**src/rtl/txdmx_pkg.sv**
```systemverilog
`timescale 1ns/1ps
// Shared constants and header layout for the transmit frame splitter.
package txdmx_pkg;
    localparam logic [7:0] WR_TOKEN = 8'h02;

    // Header fields captured from slot offsets 0, 1 and 2.
    typedef struct packed {
        logic [7:0] port;
        logic [7:0] token;
        logic [7:0] count;
    } slot_hdr_t;
endpackage

```
**src/rtl/txdmx_frame_pos.sv**
```systemverilog
`timescale 1ns/1ps
// Tracks the byte position inside a frame.
// Assumes: accept is a completed input handshake; a frame opens only on sof.
// A byte with eof before the last position ends the frame early (short_end).
module txdmx_frame_pos #(
    parameter int FRAME_BYTES = 512,
    parameter int POS_W       = 9,
    parameter int OFF_W       = 7
) (
    input  logic             clk,
    input  logic             rst_n,
    input  logic             accept,
    input  logic             sof,
    input  logic             eof,
    output logic             live,
    output logic [OFF_W-1:0] off,
    output logic             short_end
);
    logic             active;
    logic [POS_W-1:0] cnt;
    logic [POS_W-1:0] pos;
    logic             last;

    // Current byte position; a sof byte opens a frame at position 0.
    always_comb begin
        live      = active | sof;
        pos       = active ? cnt : '0;
        last      = (pos == POS_W'(FRAME_BYTES - 1));
        off       = pos[OFF_W-1:0];
        short_end = accept & live & eof & ~last;
    end

    // Advance the position or close the frame on its last or marked byte.
    always_ff @(posedge clk) begin
        if (!rst_n) begin
            active <= 1'b0;
            cnt    <= '0;
        end else if (accept && live) begin
            if (eof || last) begin
                active <= 1'b0;
                cnt    <= '0;
            end else begin
                active <= 1'b1;
                cnt    <= pos + 1'b1;
            end
        end
    end
endmodule

```
**src/rtl/txdmx_hdr_check.sv**
```systemverilog
`timescale 1ns/1ps
// Captures the slot header and decides whether the slot's payload is forwarded.
// Assumes: take is high only for accepted bytes inside a frame.
// The verdict is made on offset 3 and held until offset 0 of the next slot.
module txdmx_hdr_check
    import txdmx_pkg::*;
#(
    parameter int NPORT   = 4,
    parameter int MAX_PAY = 124,
    parameter int OFF_W   = 7,
    parameter int IDX_W   = 2
) (
    input  logic             clk,
    input  logic             rst_n,
    input  logic             take,
    input  logic [OFF_W-1:0] off,
    input  logic [7:0]       din,
    output logic             blk_ok,
    output logic [IDX_W-1:0] blk_port,
    output logic [7:0]       blk_len,
    output logic             hdr_bad
);
    slot_hdr_t hdr;
    logic      at_end;

    // Flag a malformed header on its final byte.
    always_comb begin
        at_end  = take && (off == OFF_W'(3));
        hdr_bad = at_end && ((hdr.token != WR_TOKEN) ||
                             (hdr.port >= 8'(NPORT)) ||
                             (hdr.count > 8'(MAX_PAY)));
    end

    // Store header bytes as they pass.
    always_ff @(posedge clk) begin
        if (!rst_n) begin
            hdr <= '0;
        end else if (take) begin
            case (off)
                OFF_W'(0): hdr.port  <= din;
                OFF_W'(1): hdr.token <= din;
                OFF_W'(2): hdr.count <= din;
                default:   ;
            endcase
        end
    end

    // Hold the slot verdict, cleared at the start of every slot.
    always_ff @(posedge clk) begin
        if (!rst_n) begin
            blk_ok   <= 1'b0;
            blk_port <= '0;
            blk_len  <= '0;
        end else if (take && off == OFF_W'(0)) begin
            blk_ok <= 1'b0;
        end else if (at_end) begin
            blk_ok   <= !hdr_bad && (hdr.count != 8'd0);
            blk_port <= hdr.port[IDX_W-1:0];
            blk_len  <= hdr.count;
        end
    end
endmodule

```
**src/rtl/txdmx_route.sv**
```systemverilog
`timescale 1ns/1ps
// Steers a payload byte to its port and stalls the input on a full FIFO.
// Assumes: blk_ok/blk_port/blk_len describe the current slot from offset 4 on.
module txdmx_route #(
    parameter int NPORT     = 4,
    parameter int OFF_W     = 7,
    parameter int IDX_W     = 2,
    parameter int HDR_BYTES = 4
) (
    input  logic             live,
    input  logic [OFF_W-1:0] off,
    input  logic             blk_ok,
    input  logic [IDX_W-1:0] blk_port,
    input  logic [7:0]       blk_len,
    input  logic             in_valid,
    input  logic [NPORT-1:0] fifo_full,
    output logic             in_ready,
    output logic [NPORT-1:0] out_valid
);
    logic [7:0] rel;
    logic       want;

    // Is the offered byte inside the counted payload of a good slot?
    always_comb begin
        rel      = 8'(off) - 8'(HDR_BYTES);
        want     = live && blk_ok && (off >= OFF_W'(HDR_BYTES)) && (rel < blk_len);
        in_ready = !(want && fifo_full[blk_port]);
    end

    // One strobe per port, raised only when that port has room.
    for (genvar p = 0; p < NPORT; p++) begin : g_lane
        assign out_valid[p] = in_valid && want && (blk_port == IDX_W'(p)) && !fifo_full[p];
    end
endmodule

```
**src/rtl/txframe_demux.sv**
```systemverilog
`timescale 1ns/1ps
// Splits a fixed multi-port transmit frame into per-port byte streams.
// Assumes: input bytes are held until accepted; fifo_full is a per-port level.
// Errors: bad slot header or early end-of-frame give a one-cycle blk_err.
module txframe_demux #(
    parameter int NPORT     = 4,
    parameter int BLK_BYTES = 128,
    parameter int HDR_BYTES = 4
) (
    input  logic               clk,
    input  logic               rst_n,
    input  logic [7:0]         in_data,
    input  logic               in_valid,
    input  logic               in_sof,
    input  logic               in_eof,
    output logic               in_ready,
    input  logic [NPORT-1:0]   fifo_full,
    output logic [NPORT*8-1:0] out_data,
    output logic [NPORT-1:0]   out_valid,
    output logic               blk_err
);
    localparam int FRAME_BYTES = NPORT * BLK_BYTES;
    localparam int POS_W       = $clog2(FRAME_BYTES);
    localparam int OFF_W       = $clog2(BLK_BYTES);
    localparam int IDX_W       = $clog2(NPORT);
    localparam int MAX_PAY     = BLK_BYTES - HDR_BYTES;

    logic             accept;
    logic             live;
    logic [OFF_W-1:0] off;
    logic             short_end;
    logic             blk_ok;
    logic [IDX_W-1:0] blk_port;
    logic [7:0]       blk_len;
    logic             hdr_bad;

    assign accept   = in_valid && in_ready;
    assign out_data = {NPORT{in_data}};

    txdmx_frame_pos #(
        .FRAME_BYTES(FRAME_BYTES), .POS_W(POS_W), .OFF_W(OFF_W)
    ) i_pos (
        .clk(clk), .rst_n(rst_n), .accept(accept), .sof(in_sof), .eof(in_eof),
        .live(live), .off(off), .short_end(short_end)
    );

    txdmx_hdr_check #(
        .NPORT(NPORT), .MAX_PAY(MAX_PAY), .OFF_W(OFF_W), .IDX_W(IDX_W)
    ) i_hdr (
        .clk(clk), .rst_n(rst_n), .take(accept && live), .off(off), .din(in_data),
        .blk_ok(blk_ok), .blk_port(blk_port), .blk_len(blk_len), .hdr_bad(hdr_bad)
    );

    txdmx_route #(
        .NPORT(NPORT), .OFF_W(OFF_W), .IDX_W(IDX_W), .HDR_BYTES(HDR_BYTES)
    ) i_route (
        .live(live), .off(off), .blk_ok(blk_ok), .blk_port(blk_port), .blk_len(blk_len),
        .in_valid(in_valid), .fifo_full(fifo_full), .in_ready(in_ready), .out_valid(out_valid)
    );

    // Register the error pulse for the byte that revealed the fault.
    always_ff @(posedge clk) begin
        if (!rst_n) blk_err <= 1'b0;
        else        blk_err <= hdr_bad || short_end;
    end
endmodule

```
**config.mk**
```make
export PLATFORM = sky130hd
export DESIGN_NAME = txframe_demux
export DESIGN_NICKNAME = d
export VERILOG_FILES = /design/src/rtl/txdmx_pkg.sv /design/src/rtl/txdmx_frame_pos.sv /design/src/rtl/txdmx_hdr_check.sv /design/src/rtl/txdmx_route.sv /design/src/rtl/txframe_demux.sv
export SDC_FILE = /design/constraint.sdc
export NUM_CORES = 1
export LEC_CHECK = 0
export BUFFER_PORTS_ARGS = -buffer_cell sky130_fd_sc_hd__buf_2
export CORE_MARGIN = 2
export CORE_UTILIZATION = 35
export CTS_CLUSTER_DIAMETER = 120
export DETAILED_ROUTE_END_ITERATION = 10
export HOLD_SLACK_MARGIN = 0.1
export PLACE_DENSITY = 0.64
export REMOVE_ABC_BUFFERS = 1
export SLEW_MARGIN = 0
export SYNTH_ARGS = -nofsm -noshare
export SYNTH_HDL_FRONTEND = slang
export SYNTH_HIERARCHICAL = 1
export SYNTH_SLANG_ARGS = --single-unit
```
**constraint.sdc**
```tcl
create_clock -name clk -period 3.55 [get_ports clk]
set_input_delay 0.71 -clock clk [delete_from_list [all_inputs] [get_ports clk]]
set_output_delay 0.71 -clock clk [all_outputs]
set_load 0.05 [all_outputs]
```
======== Word level (Yosys, flattened, before mapping) ========
Index checks and enable logic that the tools add are counted.
storage, ports and cells
  output and inout port bits .............. 38
  register bits after elaboration ......... 46
  bits of input ports ..................... 17
  word-level logic and storage cells ...... 73
operators by class
  multiplexer cells ....................... 5
  equal/unequal tests ..................... 8
  bitwise operators ....................... 7
  reduce and logical (&&, ||, !) cells .... 37
  $add $sub $neg .......................... 2
  $lt $le $gt $ge ......................... 5
operators by type and width
  cell                                                                count
  logical AND 1 bit                                                   19
  2-to-1 mux 9 bit                                                    2
  equality test 7 x 2 -> 1 bit (second input constant)                2
  adder 9 x 1 -> 9 bit (second input constant)                        1
  equality test 9 bit (second input constant)                         1
  greater-or-equal comparator 8 x 3 -> 1 bit (second input constant)  1
  > comparator 8 x 7 -> 1 bit (second input constant)                 1
  < comparator 8 bit                                                  1
  inequality test 8 x 2 -> 1 bit (second input constant)              1
  AND reduction 2 bit                                                 4
  nonzero test 8 bit                                                  1
  subtractor 7 x 3 -> 8 bit (second input constant)                   1
  equality test 7 x 1 -> 1 bit (second input constant)                1
  greater-or-equal comparator 7 x 3 -> 1 bit (second input constant)  1
  zero test 7 bit                                                     1
  zero test 1 bit                                                     6
  equality test 2 bit (second input constant)                         2
  logical OR 1 bit                                                    4
  bitwise AND 1 bit                                                   3
  < comparator 2 x 3 -> 1 bit (second input constant)                 1
  inverter 1 bit                                                      3
  binary-select mux 1 bit (select 2 bit)                              1
  equality test 2 x 1 -> 1 bit (second input constant)                1
  zero test 2 bit                                                     1
  other kinds (3)                                                     4

======== Logic depth before layout (Yosys ltp) ========
Gate-level depths: netlist of the first run.
  depth after elaboration ................. 12
  depth in mapped cells ................... 19
  mapped depth without buffers ............ 16

======== Modules after synthesis ========
Netlist of the first run, hierarchy kept.
by module, submodules not included
  module           area each (µm²)  times used  cells an instance
  txdmx_hdr_check  1456.4           1           143
  txdmx_frame_pos  641.9            1           78
  txdmx_route      396.6            1           52
  txframe_demux    280.3            1           36

======== Least setup slack after synthesis of the first run ========
OpenSTA, ideal clock, no wires.
  path type ............................... register to register
  start ................................... register i_pos.active
  end ..................................... register blk_err
  data required time ...................... 3.435 ns
  stages on the path, launching flop included .. 20
  arrival ................................. 3.667 ns
  path slack .............................. -0.232 ns
  clock period less this slack ............ 3.782 ns
  path buffers ............................ 4
  cell sequence ........................... dfxtp_1 buf_4 buf_2 and2_1 inv_1 ha_1 nand2_1 xnor2_1 ha_1 nand2_2 o211ai_1 a31o_1 or3b_1 and3_1 nor4b_4 and4_1 buf_4 buf_6 o21a_1 o21a_1
between the ends
  longest elaborated chain between the ends .. 11
RTL lines
  item                                                                                            RTL line                              text
  start, declared                                                                                 txdmx_frame_pos.sv:19                 logic active;
  start signal, assigned                                                                          txdmx_frame_pos.sv:36                 active <= 1'b0;
  start signal, assigned                                                                          txdmx_frame_pos.sv:40                 active <= 1'b0;
  start signal, assigned                                                                          txdmx_frame_pos.sv:43                 active <= 1'b1;
  2-to-1 mux 9 bit (*)                                                                            txdmx_frame_pos.sv:27                 pos = active ? cnt : '0;
  via off[3]                                                                                      txframe_demux.sv:30                   logic [OFF_W-1:0] off;
  subtractor 7 x 3 -> 8 bit / greater-or-equal comparator 7 x 3 -> 1 bit (equally long branches)  txdmx_route.sv:25, txdmx_route.sv:26
  < comparator 8 bit / logical AND 1 bit (equally long branches)                                  txdmx_route.sv:26                     want = live && blk_ok && (off >= OFF_W'(HDR_BYTES)) && (rel < blk_len);
  logical AND 1 bit (*)                                                                           txdmx_route.sv:26
  logical AND 1 bit (*)                                                                           txdmx_route.sv:27                     in_ready = !(want && fifo_full[blk_port]);
  zero test 1 bit (*)                                                                             txdmx_route.sv:27
  via in_ready                                                                                    txframe_demux.sv:16                   output logic in_ready,
  logical AND 1 bit (*)                                                                           txframe_demux.sv:37                   assign accept = in_valid && in_ready;
  logical AND 1 bit (*)                                                                           txframe_demux.sv:50                   .clk(clk), .rst_n(rst_n), .take(accept && live), .off(off), .din(in_data),
  logical AND 1 bit (*)                                                                           txdmx_hdr_check.sv:28                 at_end = take && (off == OFF_W'(3));
  logical AND 1 bit (*)                                                                           txdmx_hdr_check.sv:29                 hdr_bad = at_end && ((hdr.token != WR_TOKEN) ||
  via hdr_bad                                                                                     txframe_demux.sv:35                   logic hdr_bad;
  logical OR 1 bit (*)                                                                            txframe_demux.sv:64                   else blk_err <= hdr_bad || short_end;
  end signal, assigned                                                                            txframe_demux.sv:64
  end, declared                                                                                   txframe_demux.sv:20                   output logic blk_err
Mark *: on every way through the listed nets, which the timed path passes. The rest lies on a longest branch.
A chain may end at the register's enable or synchronous reset.

======== Final worst setup path of the first run ========
  start ................................... register i_pos.cnt[3]
  end ..................................... output port in_ready
between the ends
  longest elaborated chain between the ends .. 6
RTL lines
  item                                                                                            RTL line                              text
  start, declared                                                                                 txdmx_frame_pos.sv:20                 logic [POS_W-1:0] cnt;
  start signal, assigned                                                                          txdmx_frame_pos.sv:44                 cnt <= pos + 1'b1;
  2-to-1 mux 9 bit (*)                                                                            txdmx_frame_pos.sv:27
  via off[3]                                                                                      txframe_demux.sv:30
  subtractor 7 x 3 -> 8 bit / greater-or-equal comparator 7 x 3 -> 1 bit (equally long branches)  txdmx_route.sv:25, txdmx_route.sv:26
  < comparator 8 bit / logical AND 1 bit (equally long branches)                                  txdmx_route.sv:26
  logical AND 1 bit (*)                                                                           txdmx_route.sv:26
  logical AND 1 bit (*)                                                                           txdmx_route.sv:27
  zero test 1 bit (*)                                                                             txdmx_route.sv:27
  end, declared                                                                                   txframe_demux.sv:16
Marks and branches as above.

==> results of run 1 <==
-- cell type report --
| type | instances | area (um^2) | area share [%] |
|---|---|---|---|
| sequential | 46 | 925.9 | 30.57 |
| multi-input combinational | 206 | 1515 | 50.02 |
| inverter | 14 | 52.55 | 1.735 |
| clock buffer | 6 | 72.57 | 2.396 |
| timing repair buffer | 60 | 321.6 | 10.62 |
| clock inverter | 2 | 13.76 | 0.4544 |
| tap | 102 | 127.6 | 4.213 |
-- per-stage QoR --
step                      area, um^2  std cells
final                           3029        436
after global routing            3029        436
after CTS                       2995        435
after detailed placement        2909        427
after global placement          2909        427
after floorplan                 2474        266
-- state kept, by name, summed over array words and instances (netlist names) --
signal	cells
i_pos/active	1
i_hdr/blk_len	8
i_hdr/blk_ok	1
i_hdr/hdr	24
i_hdr/blk_port	2
i_pos/cnt	9
blk_err	1
-- power breakdown --
group | switching, uW | leakage, uW | internal (uW)
sequential | 3.79 | 0.000373 | 521
combinational | 114 | 0.000786 | 38.2
clock | 180 | 0.0000452 | 139
total | 298 | 0.00120 | 699
-- cells in the mapped netlist, types with 6 or more instances --
master	instances
dfxtp_1	46
buf_4	34
nand2_1	29
nor2b_1	27
mux2i_1	26
inv_1	14
ha_1	11
and2_1	10
a21boi_0	8
nor3_1	8
nand3_1	7
nor2_1	7
a21oi_1	6
-- per-layer routing --
layer	up-vias	GRT usage [%]	wire, um
li1	1099	-	-
met1	1038	18.31	2864
met2	72	22.46	2722
met3	4	2.095	264
met4	0	4.289	68
met5	-	0	0
-- critical path: stages (launching register included) --
cell and delay (ns):
dfxtp_4 0.38, and2_1 0.19, inv_1 0.10, ha_2 0.20
nand2_1 0.07, xnor2_1 0.12, ha_1 0.29, nand2_2 0.09
o211ai_1 0.10, a31o_1 0.24, or3b_1 0.42, buf_4 0.21
-- final timing paths --
check                         endpoint                      start  slack [ns]
min          i_pos/cnt[8]$_SDFFE_PN0N_  i_pos/cnt[8]$_SDFFE_PN0N_        0.46
max                           in_ready  i_pos/cnt[3]$_SDFFE_PN0N_        0.13
max reg2reg         blk_err$_SDFF_PN0_  i_pos/cnt[3]$_SDFFE_PN0N_        0.25
min reg2reg  i_pos/cnt[8]$_SDFFE_PN0N_  i_pos/cnt[8]$_SDFFE_PN0N_        0.46
-- kinds of logic (layout without fill, tap and decap cells) --
family / after synthesis / after routing
compound gates: 39 / 39
xor+xnor: 3 / 3
fa+ha+maj: 11 / 11
buf+inv: 57 / 82
flops: 46 / 46
mux: 27 / 27
simple gates: 126 / 126
-- what timing repair did --
item / CTS / global route
endpoints found under the hold margin: 0 / 0
gates resized for setup: 0 / 12
endpoints found under the setup margin: 0 / 22
setup buffers: 0 / 1
==> run_results.csv, run 1 <==
group,metric,value,unit
drt,avgRoutedWirePerCell,13.57,um
timing,slew_headroom,56.89,%
setup_path,start_kind,"flop",
synth,muxShareOfSynthArea,10.19,%
timing,min_period,3.420,ns
drt,route.antenna.remaining_nets,0,
synth,yosys_warnings,6,
drt,first_pass_iters,4,
global_route,grt_pass1_vias,1990,
clock_network,cts_tree,"done",
synth,synth-xor-area-share,0.9468,%
timing,setup_slack,0.1301,ns
synth,synth_area_leaders,"dfxtp_1, mux2i_1, buf_4",
synth,synthCells,309,
clock_network,cts_inserted_buffers,5,
clock_network,cts_sinks,46,
clock_network,hold_buffers,0,
timing,drv_slew,0,
placement,dp_hpwl,4.253,mm
worst_hold_path,min_path_cells,2,
setup_path,cp-end-kind,"output port",
synth,yosysSeqAreaShare,33.18,%
global_route,grt_usage,13.62,%
synth,synth-edff-count,0,
synth,synth_top_family_by_area,"simple AND/OR/NAND/NOR gates",
global_route,antenna_found_initial,0,
drt,drc_errors,0,
timing,fmax,292.4,MHz
placement,place_ws,0.1632,ns
finish,final_common_cell,"buf_2",
clock_network,clkTransAtPathRegs,0.09,ns
setup_path,worstPathRequired,2.84,ns
global_route,grt_pass1_wl,9.584,mm
synth,netlist_area,0.002775,mm^2
timing,fin_worst_skew,0.01041,ns
pwr,ir_drop,0.1633,mV
finish,area_growth,9.153,%
drt,viasPerCell,5.076,
clock_network,clkLatencyLatePin,0.29,ns
timing,hold_viol,0,
finish,diodes,0,
pwr,finalPower,996.7,uW
setup_path,crit_type,"reg -> out",
synth,synthArstFlopShare,0,%
clock_network,htreeDepth,2,
timing,finalSetupViolations,0,
die,coreArea,0.007687,mm^2
die,fp-row-count,32,
synth,synth_area_leader_cell,"dfxtp_1",
die,die-area,0.008657,mm^2
finish,fin_nets,361,
finish,final_core_util,39.40,%
clock_network,clk_path_buf_depth,2,
drt,drt_iter0_markers,131,
setup_path,crit_fanout,9,
pwr,p_per_area,329.0,mW/mm^2
drt,vias,2213,
placement,gp_congestion,0.8984,
pwr,total_leakage_power,0.001204,uW
die,io_pins,55,
finish,drive_above_1_share,24.85,%
die,die_y,93.05,um
placement,portBuffers,54,
setup_path,reg2reg_depth,14,
clock_network,root_buffer,"clkbuf_8",
timing,tightest_slew,0.6424,ns
finish,n_fill_cell,798,
timing,tns,0,ns
die,fp.dieW,93.05,um
worst_hold_path,hold_class,"reg -> reg",
synth,synth_seq_cells,46,
global_route,gr-total-overflow,0,
die,start_util,36.10,%
setup_path,cp.arrival,2.71,ns
timing,fin_crit_sh,96.34,%
timing,holdWs,0.4552,ns
finish,layout_common_cells,"buf_2, dfxtp_1, nand2_1, nor2b_1, mux2i_1",
global_route,grt_max_degree,43,
synth,synthSimpleGateAreaFrac,27.19,%
synth,synth_ff_type,"dfxtp_1",
status,status,"finished, final reports clean",
synth,synth_compound_gate_area_share,10.78,%
synth,yosysUniqueCellTypes,53,
drt,wl,5.918,mm
synth,synth.avg_cell_area,8.981,um^2
flow_run,maxCapViolations,0,
synth,yosysTopAreaCellShare,33.18,%
synth,synthAdderAreaFrac,4.959,%
No activity file was read; power rests on OpenSTA's default activity.
==> run 2, diff against run 1 <==
--- a/config.mk
+++ b/config.mk
@@ -8,6 +8,7 @@
 export BUFFER_PORTS_ARGS = -buffer_cell sky130_fd_sc_hd__buf_2
 export CORE_MARGIN = 2
 export CORE_UTILIZATION = 35
+export CTS_BUF_LIST = sky130_fd_sc_hd__clkbuf_8
 export CTS_CLUSTER_DIAMETER = 120
 export DETAILED_ROUTE_END_ITERATION = 10
 export HOLD_SLACK_MARGIN = 0.1
==> run_results.csv, run 2 (synthesized netlist as in run 1, its figures left out) <==
group,metric,value,unit
drt,avgRoutedWirePerCell,13.58,um
timing,drv_slew,0,
drt,first_pass_iters,4,
drt,drc_errors,0,
global_route,grt_max_degree,43,
finish,area_growth,9.153,%
die,start_util,36.10,%
placement,dp_hpwl,4.253,mm
pwr,total_leakage_power,0.001208,uW
clock_network,clkLatencyLatePin,0.29,ns
timing,slew_headroom,56.74,%
global_route,grt_usage,13.62,%
placement,place_ws,0.1632,ns
die,fp.dieW,93.05,um
drt,vias,2214,
finish,layout_common_cells,"buf_2, dfxtp_1, nand2_1, nor2b_1, mux2i_1",
worst_hold_path,worstHoldStart,"i_pos/cnt[8]$_SDFFE_PN0N_",
timing,fin_crit_sh,96.34,%
timing,finalSetupViolations,0,
die,fp-row-count,32,
timing,setup_slack,0.1300,ns
setup_path,crit_fanout,9,
timing,hold_viol,0,
pwr,p_per_area,328.2,mW/mm^2
placement,gp_congestion,0.8984,
drt,viasPerCell,5.078,
finish,final_common_cell,"buf_2",
clock_network,clk_path_buf_depth,2,
clock_network,cts_tree,"done",
setup_path,cp-startpoint,"i_pos/cnt[3]$_SDFFE_PN0N_",
clock_network,root_buffer,"clkbuf_8",
timing,tns,0,ns
clock_network,clkTransAtPathRegs,0.09,ns
global_route,grt_pass1_wl,9.584,mm
finish,fin_nets,361,
timing,fin_worst_skew,0.01067,ns
setup_path,start_kind,"flop",
setup_path,worstPathRequired,2.84,ns
flow_run,maxCapViolations,0,
global_route,antenna_found_initial,0,
drt,drt_iter0_markers,130,
die,io_pins,55,
clock_network,cts_sinks,46,
die,die_y,93.05,um
global_route,gr-total-overflow,0,
finish,drive_above_1_share,24.85,%
finish,final_core_util,39.40,%
worst_hold_path,hold_class,"reg -> reg",
clock_network,htreeDepth,2,
setup_path,cp.arrival,2.71,ns
die,die-area,0.008657,mm^2
timing,min_period,3.420,ns
placement,portBuffers,54,
status,status,"finished, final reports clean",
pwr,ir_drop,0.1636,mV
setup_path,cp-end-kind,"output port",
finish,regMostFlops,"i_hdr/hdr",
finish,largest_reg_flops,24,
drt,wl,5.922,mm
clock_network,cts_inserted_buffers,5,
clock_network,hold_buffers,0,
drt,route.antenna.remaining_nets,0,
setup_path,rr_startpoint,"i_pos/cnt[3]$_SDFFE_PN0N_",
timing,tightest_slew,0.6446,ns
timing,fmax,292.4,MHz
finish,top_regs,"i_hdr/hdr (24), i_pos/cnt (9), i_hdr/blk_len (8)",
die,coreArea,0.007687,mm^2
finish,diodes,0,
global_route,grt_pass1_vias,1990,
setup_path,crit_type,"reg -> out",
## run 2: changes by cell type in the layout (fill, tap and decap cells not counted)
cell      previous run  this run
inv_1               13        14
clkbuf_1             1         0
## run 2: worst paths after layout
| kind | to | slack [ns] | cells past startpoint |
|---|---|---|---|
| min reg2reg | i_pos/cnt[8]$_SDFFE_PN0N_ | 0.46 | 2 |
| min | i_pos/cnt[8]$_SDFFE_PN0N_ | 0.46 | 2 |
| max reg2reg | blk_err$_SDFF_PN0_ | 0.24 | 14 |
| max | in_ready | 0.13 | 11 |
## run 2: final cells by class
| type | count | area (um^2) |
|---|---|---|
| Clock buffer | 5 | 68.82 |
| Tap cell | 102 | 127.6 |
| Inverter | 14 | 52.55 |
| Fill cell | 798 | 4658 |
| Sequential cell | 46 | 925.9 |
| Timing Repair Buffer | 60 | 321.6 |
| Multi-Input combinational cell | 206 | 1515 |
| Clock inverter | 3 | 17.52 |
## run 2: worst max-delay path, stage by stage, from the launching register on
cell and delay (ns):
dfxtp_4 0.38, and2_1 0.19, inv_1 0.10, ha_2 0.20, nand2_1 0.07, xnor2_1 0.12, ha_1 0.29, nand2_2 0.09
o211ai_1 0.10, a31o_1 0.24, or3b_1 0.42, buf_4 0.21
## run 2: per-stage QoR
stage               power (uW)  hold slack (ns)  cell area (um^2)  cells
floorplan                570.2           0.4273              2474    266
CTS                       1004           0.4562              2995    435
global placement         690.3           0.4365              2909    427
finish                   994.1           0.4552              3029    436
global route              1034           0.4851              3029    436
detailed placement       691.2           0.4441              2909    427
## run 2: metal layers
metal,global-route usage [%],wire [um],vias to the layer above
li1,-,-,1099
met1,18.31,2882,1044
met2,22.46,2725,67
met3,2.095,246,4
met4,4.289,68,0
met5,0,0,-
## run 2: what timing repair did
item | CTS | global route
setup endpoints to repair | 0 | 22
gates resized for setup | 0 | 12
setup buffers | 0 | 1
## run 2: power breakdown
part | total [uW] | internal (uW) | switching [uW]
Sequential | 525 | 521 | 3.79
Clock | 317 | 136 | 180
Combinational | 153 | 38.2 | 114
Total | 994 | 696 | 298
==> run 3, diff against run 2 <==
--- a/config.mk
+++ b/config.mk
@@ -7,15 +7,14 @@
 export LEC_CHECK = 0
 export BUFFER_PORTS_ARGS = -buffer_cell sky130_fd_sc_hd__buf_2
 export CORE_MARGIN = 2
-export CORE_UTILIZATION = 35
+export CORE_UTILIZATION = 45
 export CTS_BUF_LIST = sky130_fd_sc_hd__clkbuf_8
 export CTS_CLUSTER_DIAMETER = 120
 export DETAILED_ROUTE_END_ITERATION = 10
 export HOLD_SLACK_MARGIN = 0.1
-export PLACE_DENSITY = 0.64
+export PLACE_DENSITY = 0.77
 export REMOVE_ABC_BUFFERS = 1
 export SLEW_MARGIN = 0
 export SYNTH_ARGS = -nofsm -noshare
 export SYNTH_HDL_FRONTEND = slang
-export SYNTH_HIERARCHICAL = 1
 export SYNTH_SLANG_ARGS = --single-unit
==> run_results.csv, run 3 <==
group,metric,value,unit
synth,yosysMostFrequentCell,"nand2_1",
synth,synth_seq_cells,46,
timing,fin_worst_skew,0.007758,ns
timing,holdWs,0.4679,ns
global_route,grt_pass1_wl,9.087,mm
global_route,grt_pass1_vias,1956,
finish,regMostFlops,"i_hdr.hdr",
die,die_y,81.39,um
synth,synth-edff-count,0,
timing,finalSetupViolations,4,
finish,drive_above_1_share,28.23,%
timing,fmax,274.2,MHz
synth,synth.avg_cell_area,8.836,um^2
pwr,ir_drop,0.2234,mV
clock_network,clkLatencyLatePin,0.31,ns
synth,synth_area_leader_cell,"dfxtp_1",
clock_network,clk_path_buf_depth,2,
timing,tns,-0.2854,ns
synth,synthArstFlopShare,0,%
placement,dpl_cell_area,0.002791,mm^2
global_route,grt_max_degree,61,
drt,drt_iter0_markers,82,
clock_network,cts_inserted_buffers,5,
flow_run,maxCapViolations,0,
finish,fin_nets,363,
pwr,p_per_area,352.4,mW/mm^2
die,coreArea,0.005851,mm^2
die,die-area,0.006624,mm^2
placement,gp_congestion,0.8040,
timing,drv_slew,0,
timing,slew_headroom,34.25,%
timing,min_period,3.647,ns
global_route,gr-total-overflow,0,
drt,viasPerCell,5.162,
timing,fin_crit_sh,102.7,%
finish,n_fill_cell,521,
timing,setup_slack,-0.09748,ns
clock_network,root_buffer,"clkbuf_8",
finish,layout_common_cells,"nand2_1, buf_2, dfxtp_1, mux2i_1, inv_1",
finish,final_core_util,52.29,%
die,fp.dieW,81.39,um
die,start_util,46.07,%
synth,yosysUniqueCellTypes,45,
finish,top_regs,"i_hdr.hdr (24), i_pos.cnt (9), i_hdr.blk_len (8)",
finish,design_area,0.003059,mm^2
setup_path,crit_type,"reg -> out",
global_route,antenna_found_initial,0,
finish,area_growth,13.51,%
setup_path,cp-end-kind,"output port",
status,status,"finished with violations",
setup_path,cp-startpoint,"i_pos.cnt[3]$_SDFFE_PN0P_",
clock_network,cts_tree,"done",
setup_path,crit_path_end,"out_valid[1]",
synth,yosysTopAreaCellShare,34.17,%
drt,drc_errors,0,
synth,synthCells,305,
setup_path,crit_fanout,4,
synth,synthTopCellsByCount,"nand2_1, dfxtp_1, mux2i_1",
clock_network,cts_sinks,46,
worst_hold_path,hold_class,"reg -> reg",
die,fp-row-count,28,
placement,dp_hpwl,3.907,mm
drt,avgRoutedWirePerCell,13.56,um
finish,final_common_cell,"nand2_1",
pwr,total_leakage_power,0.001444,uW
synth,yosys_warnings,0,
synth,synth_area_leaders,"dfxtp_1, mux2i_1, buf_4",
clock_network,htreeDepth,2,
finish,diodes,0,
clock_network,clkTransAtPathRegs,0.09,ns
placement,portBuffers,54,
setup_path,worstPathRequired,2.84,ns
global_route,grt_usage,17.67,%
status,failed_checks,"setup timing",
drt,first_pass_iters,4,
setup_path,timing.rr.end,"i_hdr.hdr[10]$_SDFFE_PN0P_",
setup_path,start_kind,"flop",
synth,netlist_area,0.002695,mm^2
timing,tightest_slew,0.9863,ns
drt,route.antenna.remaining_nets,0,
finish,layoutNonFillerInstCount,408,
setup_path,rr_startpoint,"i_pos.cnt[3]$_SDFFE_PN0P_",
placement,dp.cells,395,
timing,rsz0062_at_grt,"true",
setup_path,cp.arrival,2.94,ns
timing,hold_viol,0,
die,io_pins,55,
worst_hold_path,min_path_cells,2,
clock_network,hold_buffers,0,
synth,synth_ff_type,"dfxtp_1",
drt,vias,2106,
drt,wl,5.532,mm
finish,largest_reg_flops,24,
setup_path,reg2reg_depth,13,
setup_path,ff2ff_setup_slack,0.33,ns
synth,yosysSeqAreaShare,34.17,%
## run 3: changes by cell type after synthesis, sizes merged, moves of 7 or more
cell   previous run  this run
nor2b            27         2
mux2i            26        35
and2             10         3
nand2            30        61
nand3             7        15
## run 3: cell families (layout without fill, tap and decap cells)
kind of cell               after synthesis  after routing  synth area share, %
buffers and inverters                   60             88                13.69
and+or+nand+nor                        119            119                21.87
muxes                                   36             36                13.83
DFF                                     46             46                34.17
AOI/OAI and AO/OA                       27             27                8.960
adders and majority gates               14             14                6.500
xor gates and xnor gates                 3              3               0.9751
## run 3: worst min path at each step
stage	from	end	slack, ns
2_1_floorplan	i_hdr.hdr[9]$_SDFFE_PN0P_	i_hdr.hdr[9]$_SDFFE_PN0P_	0.43
3_3_place_gp	i_hdr.hdr[20]$_SDFFE_PN0P_	i_hdr.hdr[20]$_SDFFE_PN0P_	0.45
3_5_place_dp	i_hdr.blk_len[5]$_SDFFE_PN0P_	i_hdr.blk_len[5]$_SDFFE_PN0P_	0.45
4_1_cts	i_hdr.blk_len[2]$_SDFFE_PN0P_	i_hdr.blk_len[2]$_SDFFE_PN0P_	0.47
5_1_grt	i_hdr.hdr[9]$_SDFFE_PN0P_	i_hdr.hdr[9]$_SDFFE_PN0P_	0.49
6_report	i_hdr.blk_len[5]$_SDFFE_PN0P_	i_hdr.blk_len[5]$_SDFFE_PN0P_	0.47
## run 3: power by group
group          switching, uW  internal, uW  leakage (uW)  total (uW)
logic                    118          38.3       0.00102         157
registers               5.13           522      0.000373         527
clock network            187           207     0.0000556         395
## run 3: area by class of cell
class                      instances  area [um^2]  area share [%]
clock buffer                       5        68.82           2.249
clock inverter                     3        41.29           1.350
inverter                          15        56.30           1.840
multi-input combinational        199         1499           49.00
sequential                        46        925.9           30.27
tap                               75        93.84           3.067
timing repair buffer              65        374.1           12.23
## run 3: metal layers
layer	vias up	wire (um)	share of wire (%)	track usage, %
met5	-	0	0	0
met3	8	195	3.5	3.778
met4	0	73	1.3	5.593
li1	1063	-	-	-
met1	1001	2578	47	21.84
met2	34	2685	49	30.49
## run 3: worst max-delay path, cell delays in order, from the launching register on
cell,delay [ns]
dfxtp_4,0.35
or3_4,0.41
nor2_4,0.13
nand3b_1,0.13
ha_1,0.27
a21oi_2,0.17
nor2_2,0.06
a2111oi_4,0.35
and2_4,0.24
nand2_4,0.07
nor4b_4,0.25
buf_6,0.20
## run 3: per-stage QoR
stage | worst slack (ns) | power, uW
finish | -0.09748 | 1078
global route | -0.2302 | 1105
CTS | -0.04364 | 1078
detailed placement | 0.1852 | 694.8
global placement | 0.2719 | 692.6
floorplan | -0.8187 | 572.3
## run 3: timing repair
action	in CTS	in global routing
setup buffers	3	2
resized for setup	16	11
endpoints found under the setup margin	4	4
pin swaps	4	1
